===== config.mk =====
export PLATFORM = sky130hd
export DESIGN_NAME = zz_scan_seq
export DESIGN_NICKNAME = d
export VERILOG_FILES = /design/src/rtl/zz_scan_pkg.sv /design/src/rtl/zz_prim_decode.sv /design/src/rtl/zz_step_unit.sv /design/src/rtl/zz_seq_ctrl.sv /design/src/rtl/zz_scan_seq.sv
export SDC_FILE = /design/constraint.sdc
export NUM_CORES = 1
export LEC_CHECK = 0
export BUFFER_PORTS_ARGS = -buffer_cell sky130_fd_sc_hd__buf_2
export CORE_MARGIN = 1
export CORE_UTILIZATION = 55
export CTS_CLUSTER_SIZE = 10
export DETAILED_ROUTE_END_ITERATION = 10
export HOLD_SLACK_MARGIN = 0.03
export PLACE_DENSITY = 0.76
export SYNTH_ARGS = -nofsm -noshare
export SYNTH_HDL_FRONTEND = slang
export SYNTH_SLANG_ARGS = --single-unit

===== constraint.sdc =====
create_clock -name clk -period 3 [get_ports clk]
set_input_delay 0.45 -clock clk [delete_from_list [all_inputs] [get_ports clk]]
set_output_delay 0.45 -clock clk [all_outputs]
set_load 0.03 [all_outputs]

===== src/rtl/zz_scan_pkg.sv =====
package zz_scan_pkg;

   // Scan primitive kinds (step vectors in comments)
   typedef enum logic [1:0] {
      PRIM_EAST  = 2'd0,   // [+1, 0], single step
      PRIM_SOUTH = 2'd1,   // [ 0,+1], single step
      PRIM_NE    = 2'd2,   // [+1,-1], repeated with edge exit
      PRIM_SW    = 2'd3    // [-1,+1], repeated with edge exit
   } prim_e;

   // Program phases
   typedef enum logic [2:0] {
      PH_IDLE = 3'd0,
      PH_FWD  = 3'd1,      // half-pattern, forward
      PH_MID  = 3'd2,      // single diagonal sweep
      PH_REV  = 3'd3,      // half-pattern, reversed and mirrored
      PH_LAST = 3'd4       // final beat on the output
   } phase_e;

endpackage


===== src/rtl/zz_prim_decode.sv =====
module zz_prim_decode
   import zz_scan_pkg::*;
#(
   parameter int SLOT_W = 4
) (
   input  logic [SLOT_W-1:0] slot,
   output prim_e             prim
);

   // Slot 0 is the lead-in east step; slots 1.. repeat SW, S, NE, E.
   logic [1:0] grp_pos;

   always_comb begin
      grp_pos = slot[1:0] - 2'd1;
      if (slot == '0) begin
         prim = PRIM_EAST;
      end else begin
         case (grp_pos)
            2'd0:    prim = PRIM_SW;
            2'd1:    prim = PRIM_SOUTH;
            2'd2:    prim = PRIM_NE;
            default: prim = PRIM_EAST;
         endcase
      end
   end

endmodule


===== src/rtl/zz_step_unit.sv =====
module zz_step_unit
   import zz_scan_pkg::*;
#(
   parameter int GRID = 8,
   parameter int CW   = 4
) (
   input  logic [CW-1:0] x,
   input  logic [CW-1:0] y,
   input  prim_e         prim,
   input  logic          mirror,
   output logic [CW-1:0] nx,
   output logic [CW-1:0] ny,
   output logic          edge_hit
);

   localparam logic [CW-1:0] ONE  = CW'(1);
   localparam logic [CW-1:0] EDGE = CW'(GRID);

   always_comb begin
      nx       = x;
      ny       = y;
      edge_hit = 1'b1;
      case (prim)
         PRIM_EAST:  nx = x + ONE;
         PRIM_SOUTH: ny = y + ONE;
         PRIM_NE: begin
            nx       = x + ONE;
            ny       = y - ONE;
            // mirrored replay tests the other coordinate at the far edge
            edge_hit = mirror ? (nx == EDGE) : (ny == ONE);
         end
         default: begin
            nx       = x - ONE;
            ny       = y + ONE;
            edge_hit = mirror ? (ny == EDGE) : (nx == ONE);
         end
      endcase
   end

endmodule


===== src/rtl/zz_seq_ctrl.sv =====
module zz_seq_ctrl
   import zz_scan_pkg::*;
#(
   parameter int GRID      = 8,
   parameter int CW        = 4,
   parameter int SLOT_W    = 4,
   parameter int ITER_W    = 3,
   parameter int LAST_SLOT = 12
) (
   input  logic              clk,
   input  logic              rst_n,
   input  logic              start,
   input  logic              ready,
   input  prim_e             prim,
   input  logic [CW-1:0]     nx,
   input  logic [CW-1:0]     ny,
   input  logic              edge_hit,
   output phase_e            phase,
   output logic [SLOT_W-1:0] slot,
   output logic [CW-1:0]     x,
   output logic [CW-1:0]     y,
   output logic              valid,
   output logic              done
);

   localparam logic [ITER_W-1:0] NE_LAST = ITER_W'(GRID - 3);
   localparam logic [ITER_W-1:0] SW_LAST = ITER_W'(GRID - 2);
   localparam logic [SLOT_W-1:0] SLOT_END = SLOT_W'(LAST_SLOT);

   logic [ITER_W-1:0] iter;
   logic [ITER_W-1:0] iter_last;
   logic              prim_fin;

   always_comb begin
      case (prim)
         PRIM_NE: iter_last = NE_LAST;
         PRIM_SW: iter_last = SW_LAST;
         default: iter_last = '0;
      endcase
      prim_fin = edge_hit || (iter == iter_last);
   end

   always_ff @(posedge clk) begin
      if (!rst_n) begin
         phase <= PH_IDLE;
         slot  <= '0;
         iter  <= '0;
         x     <= CW'(1);
         y     <= CW'(1);
         valid <= 1'b0;
         done  <= 1'b0;
      end else begin
         done <= 1'b0;
         case (phase)
            PH_IDLE: begin
               if (start) begin
                  x     <= CW'(1);
                  y     <= CW'(1);
                  slot  <= '0;
                  iter  <= '0;
                  valid <= 1'b1;
                  phase <= PH_FWD;
               end
            end
            PH_LAST: begin
               if (ready) begin
                  valid <= 1'b0;
                  done  <= 1'b1;
                  phase <= PH_IDLE;
               end
            end
            default: begin
               if (ready) begin
                  x <= nx;
                  y <= ny;
                  if (prim_fin) begin
                     iter <= '0;
                     case (phase)
                        PH_FWD: begin
                           if (slot == SLOT_END) phase <= PH_MID;
                           else                  slot  <= slot + SLOT_W'(1);
                        end
                        PH_MID: phase <= PH_REV;
                        default: begin
                           if (slot == '0) phase <= PH_LAST;
                           else            slot  <= slot - SLOT_W'(1);
                        end
                     endcase
                  end else begin
                     iter <= iter + ITER_W'(1);
                  end
               end
            end
         endcase
      end
   end

endmodule


===== src/rtl/zz_scan_seq.sv =====
module zz_scan_seq
   import zz_scan_pkg::*;
#(
   parameter int GRID = 8,
   parameter int CW   = $clog2(GRID + 1),
   parameter int AW   = $clog2(GRID * GRID)
) (
   input  logic          clk,
   input  logic          rst_n,
   input  logic          start,
   input  logic          ready,
   output logic [CW-1:0] x,
   output logic [CW-1:0] y,
   output logic [AW-1:0] addr,
   output logic          valid,
   output logic          done
);

   localparam int GROUPS    = (GRID - 2) / 2;
   localparam int LAST_SLOT = 4 * GROUPS;
   localparam int SLOT_W    = $clog2(LAST_SLOT + 1);
   localparam int ITER_W    = $clog2(GRID);
   localparam bit POW2      = (GRID & (GRID - 1)) == 0;

   generate
      if (GRID < 4 || (GRID % 2) != 0) begin : g_bad_grid
         $error("zz_scan_seq: GRID must be even and at least 4");
      end
      if (CW != $clog2(GRID + 1)) begin : g_bad_cw
         $error("zz_scan_seq: CW must hold the value GRID");
      end
      if (AW != $clog2(GRID * GRID)) begin : g_bad_aw
         $error("zz_scan_seq: AW must index GRID*GRID cells");
      end
   endgenerate

   phase_e            phase;
   logic [SLOT_W-1:0] slot;
   prim_e             slot_prim;
   prim_e             prim;
   logic              mirror;
   logic [CW-1:0]     nx;
   logic [CW-1:0]     ny;
   logic              edge_hit;

   zz_prim_decode #(.SLOT_W(SLOT_W)) u_decode (
      .slot (slot),
      .prim (slot_prim)
   );

   assign prim   = (phase == PH_MID) ? PRIM_SW : slot_prim;
   assign mirror = (phase == PH_REV);

   zz_step_unit #(.GRID(GRID), .CW(CW)) u_step (
      .x        (x),
      .y        (y),
      .prim     (prim),
      .mirror   (mirror),
      .nx       (nx),
      .ny       (ny),
      .edge_hit (edge_hit)
   );

   zz_seq_ctrl #(
      .GRID      (GRID),
      .CW        (CW),
      .SLOT_W    (SLOT_W),
      .ITER_W    (ITER_W),
      .LAST_SLOT (LAST_SLOT)
   ) u_ctrl (
      .clk      (clk),
      .rst_n    (rst_n),
      .start    (start),
      .ready    (ready),
      .prim     (prim),
      .nx       (nx),
      .ny       (ny),
      .edge_hit (edge_hit),
      .phase    (phase),
      .slot     (slot),
      .x        (x),
      .y        (y),
      .valid    (valid),
      .done     (done)
   );

   // Linear address: field concatenation for power-of-two grids
   logic [CW-1:0] x0;
   logic [CW-1:0] y0;
   assign x0 = x - CW'(1);
   assign y0 = y - CW'(1);

   generate
      if (POW2) begin : g_addr_cat
         localparam int LG = AW / 2;
         logic unused_hi;
         assign addr      = {y0[LG-1:0], x0[LG-1:0]};
         assign unused_hi = ^{x0[CW-1:LG], y0[CW-1:LG]};
      end else begin : g_addr_mul
         assign addr = AW'(int'(y0) * GRID + int'(x0));
      end
   endgenerate

endmodule


==> results_tabular.tex <==
\begin{tabular}{lr}
\hline
Metric & Value \\
\hline
\multicolumn{2}{l}{\textbf{STA}} \\
Setup repair after global routing missed its margin & no \\
Fin crit period & 2.57 ns \\
Final setup violation count & 0 \\
Max Fclk & approximately 390 MHz \\
Hold Violations, Final & 0 \\
Worst hold-check slack & 0.451 ns \\
Final Slew Violations & 0 \\
Worst slew pin tran & about 0.57 ns \\
Worst-case clock skew & approximately 0.0086 ns \\
Final TNS setup & 0 ns \\
Ratio of final minimum period to clock period & 85.7\% \\
Headroom to the max-slew limit & 61.2\% \\
\multicolumn{2}{l}{\textbf{Job}} \\
Max capacitance violation total & 0 \\
\multicolumn{2}{l}{\textbf{Yosys}} \\
Leading area contributor after synthesis & dfxtp\_1 \\
Portion of synthesized cell area occupied by the leading cell type & approximately a quarter \\
Mean cell area of the mapped netlist & 7.80 µm² \\
Sequential cell area fraction in the yosys report & around 24\% \\
Post-synthesis compound-gate area fraction & approximately a fifth \\
Simple-gate portion of the synthesized area & between 20\% and 30\% \\
Number of synthesized register bits & 20 \\
Post-synthesis async set-or-reset flop share & 0\% \\
Number of enable flip-flop cells after synthesis & 0 \\
Most instantiated library cell after synthesis & nand2\_1 \\
Most instantiated cells after synthesis & nand2\_1 (26), dfxtp\_1 (20), nor2\_1 (15), ha\_1 (14), inv\_1 (14) \\
Combinational family with the most area after synthesis & simple AND/OR/NAND/NOR gates \\
Post-Synth XOR/XNOR Area & $\sim$4.2\% \\
Multiplexer fraction of the synthesized cell area & around 4.3\% \\
Warnings, synthesis & 0 \\
Cell types occupying the most area after synthesis & dfxtp\_1 (24\%), ha\_1 (11\%), nand2\_1 (5.9\%), mux2i\_1 (3.6\%), nor2\_1 (3.4\%) \\
Cell area after synthesis & around 1700 µm² \\
Number of unique standard cell types used by synthesis & 50 \\
Mapped Nets & roughly 230 \\
Number of cells produced by synthesis & 212 \\
Fraction of the mapped netlist area in adder cells & between 10\% and 20\% \\
Primary FF master, synth & dfxtp\_1 \\
\multicolumn{2}{l}{\textbf{Clock network}} \\
Latest clock arrival within the worst-skew pair & 0.31 ns \\
Post-CTS setup buffer count & 0 \\
CTS tree & done \\
Number of buffers between clock root and the deepest sink & 2 \\
Clock sink total & 20 \\
H-tree levels & 1 \\
Number of buffers created by CTS & 3 \\
Clock transition at the registers of the reported paths & around 0.13 ns \\
Resized Gates After CTS & 0 \\
Hold buffers post-CTS & 0 \\
Buffer cell driving the clock tree root & clkbuf\_4 \\
\multicolumn{2}{l}{\textbf{Critical path}} \\
Path type of the worst setup path & register to register \\
Startpoint types & register \\
Worst endpoint data arrival time & around 2.8 ns \\
Data required time at the worst endpoint & roughly 3.3 ns \\
Critical path, cell by cell & inv\_1 > ha\_1 > nor4\_4 > and3b\_1 > o21ai\_1 > o21a\_1 > or3\_1 > a21boi\_1 \\
Critical-path cell with the highest stage delay & nor4\_4 \\
Kind of cell with the highest combined delay on the critical path & simple AND/OR/NAND/NOR gates \\
Number of buffers and inverters on the critical path & 1 \\
Critical Path Fanout Max & 10 \\
Crit end category & register \\
Highest cell delay on the worst timing path & 0.48 ns \\
\multicolumn{2}{l}{\textbf{Floorplan}} \\
Starting Density & between 50\% and 60\% \\
Boundary pin count & 20 \\
Placement row count & 19 \\
Area enclosed by the die boundary & 3230 µm² \\
Height of the die & between 50 and 60 µm \\
X dimension of the die & roughly 57 µm \\
Floorplan core area & about 2800 µm² \\
\multicolumn{2}{l}{\textbf{Layout}} \\
Area delta synth->final & 7.42\% \\
Share of post-route cells with drive strength above 1 & around an eighth \\
Antenna cells & 0 \\
Fillcell total & between 200 and 300 \\
Final nets & around 250 \\
\multicolumn{2}{l}{\textbf{Drt}} \\
Final antenna-violating net count & 0 \\
Drt total wl & roughly 3500 µm \\
Residual DRC & 0 \\
Wire length on met3 & roughly 120 µm \\
Vias per cell & between 6 and 7 \\
Routed metal-1 wirelength & 1610 µm \\
Routed wire length on met2 & roughly 1700 µm \\
Top routing layer in use & met4 \\
Starting DRC count in detailed routing & 55 \\
Pre-Repair DR Iteration Count & 4 \\
Vias after detailed routing & 1560 \\
Mean routed wirelength per cell & 13.5 µm \\
\multicolumn{2}{l}{\textbf{Power and ir drop}} \\
Static leakage & 0.000787 µW \\
Worst IR Drop VDD & about 0.57 mV \\
Power density relative to cell area & between 800 and 900 nW/µm² \\
\multicolumn{2}{l}{\textbf{Global routing}} \\
Maximum number of pins on one net before global-route repair & 29 \\
Global route overflow & 0 \\
Number of antenna violations at the first check in global routing & 0 \\
Global-route wire length before repair & just under 6000 µm \\
Number of global-route vias before repair & approximately 1400 \\
Global-route total usage across every layer & a little under a quarter \\
\multicolumn{2}{l}{\textbf{Min path}} \\
Type of the worst min-delay path & primary input to register \\
\multicolumn{2}{l}{\textbf{Place}} \\
Port bufs & 19 \\
Routability congestion estimate from global placement & about 0.84 \\
DP HPWL & $\sim$2600 µm \\
\multicolumn{2}{l}{\textbf{Status}} \\
Result of the run & completed \\
\hline
\end{tabular}
kinds of logic after synthesis:
kind of cell,Yosys count
AND/OR/NAND/NOR,88
AO/OA/AOI/OAI,50
buffers and inverters,24
flip-flops,20
adder cells (fa/ha/maj),15
XOR/XNOR,8
multiplexers,7
where the power goes:
group	internal [µW]	total [µW]	switching, µW
logic	341	948	607
registers	320	429	109
clock network	74.2	165	91.2
state kept, by name, indices dropped and copies added (netlist names):
signal        cells
u_ctrl.phase      3
u_ctrl.valid      1
u_ctrl.y          4
u_ctrl.slot       4
u_ctrl.x          4
u_ctrl.iter       3
u_ctrl.done       1
worst reg2reg max path: stages (launching register included):
cell and delay (ns):
dfxtp_1 0.47, inv_1 0.12, ha_1 0.38, nor4_4 0.48, and3b_1 0.23, o21ai_1 0.07
o21a_1 0.24, or3_1 0.40, a21boi_1 0.12
area by class of cell:
type	count	area [µm²]	area share [%]
multi-input cells	168	1150	64.9
flip-flops and latches	20	400	22.6
repair buffers	19	95.1	5.36
inverters	14	52.6	2.96
well taps	31	38.8	2.18
clock buffers	4	36.3	2.04
worst paths after layout:
kind                endpoint  cells past startpoint  slack, ns      startpoint
min              u_ctrl.done                      3       0.45           ready
max reg2reg  u_ctrl.phase[1]                      8       0.43  u_ctrl.slot[0]
min reg2reg   u_ctrl.iter[2]                      2       0.52  u_ctrl.iter[2]
max          u_ctrl.phase[1]                      8       0.43  u_ctrl.slot[0]
cells in the final DEF, fill, tap and decap left out, drive strengths merged, types with 4 or more instances in the layout:
cell type,netlist,final
mux2i,6,6
nand3,9,9
nor2,15,15
ha,14,14
o21ai,12,12
nand2,26,26
a21boi,8,8
dfxtp,20,20
inv,14,14
xor2,5,5
nor3,8,8
o21a,4,4
nor3b,5,5
clkbuf,7,4
a21oi,7,7
buf,3,19
per-layer routing:
| metal | global-route usage [%] | up-vias |
|---|---|---|
| met2 | 39.5 | 31 |
| met1 | 29.6 | 749 |
| met5 | 0 | - |
| met4 | 8.36 | 0 |
| met3 | 2.76 | 7 |
| li1 | - | 773 |
through the flow:
| stage | total power, µW | instance area [µm²] | cells | setup slack [ns] | utilization [%] |
|---|---|---|---|---|---|
| 3_3_place_gp | 1340 | 1740 | 252 | 0.571 | 62.0 |
| 4_1_cts | 1540 | 1780 | 256 | 0.418 | 63.3 |
| 6_report | 1540 | 1780 | 256 | 0.429 | 63.3 |
| 5_1_grt | 1670 | 1780 | 256 | 0.216 | 63.3 |
| 3_5_place_dp | 1380 | 1740 | 252 | 0.426 | 62.0 |
| 2_1_floorplan | 1180 | 1650 | 212 | 0.342 | - |
Power figures use the tool's default switching activity.
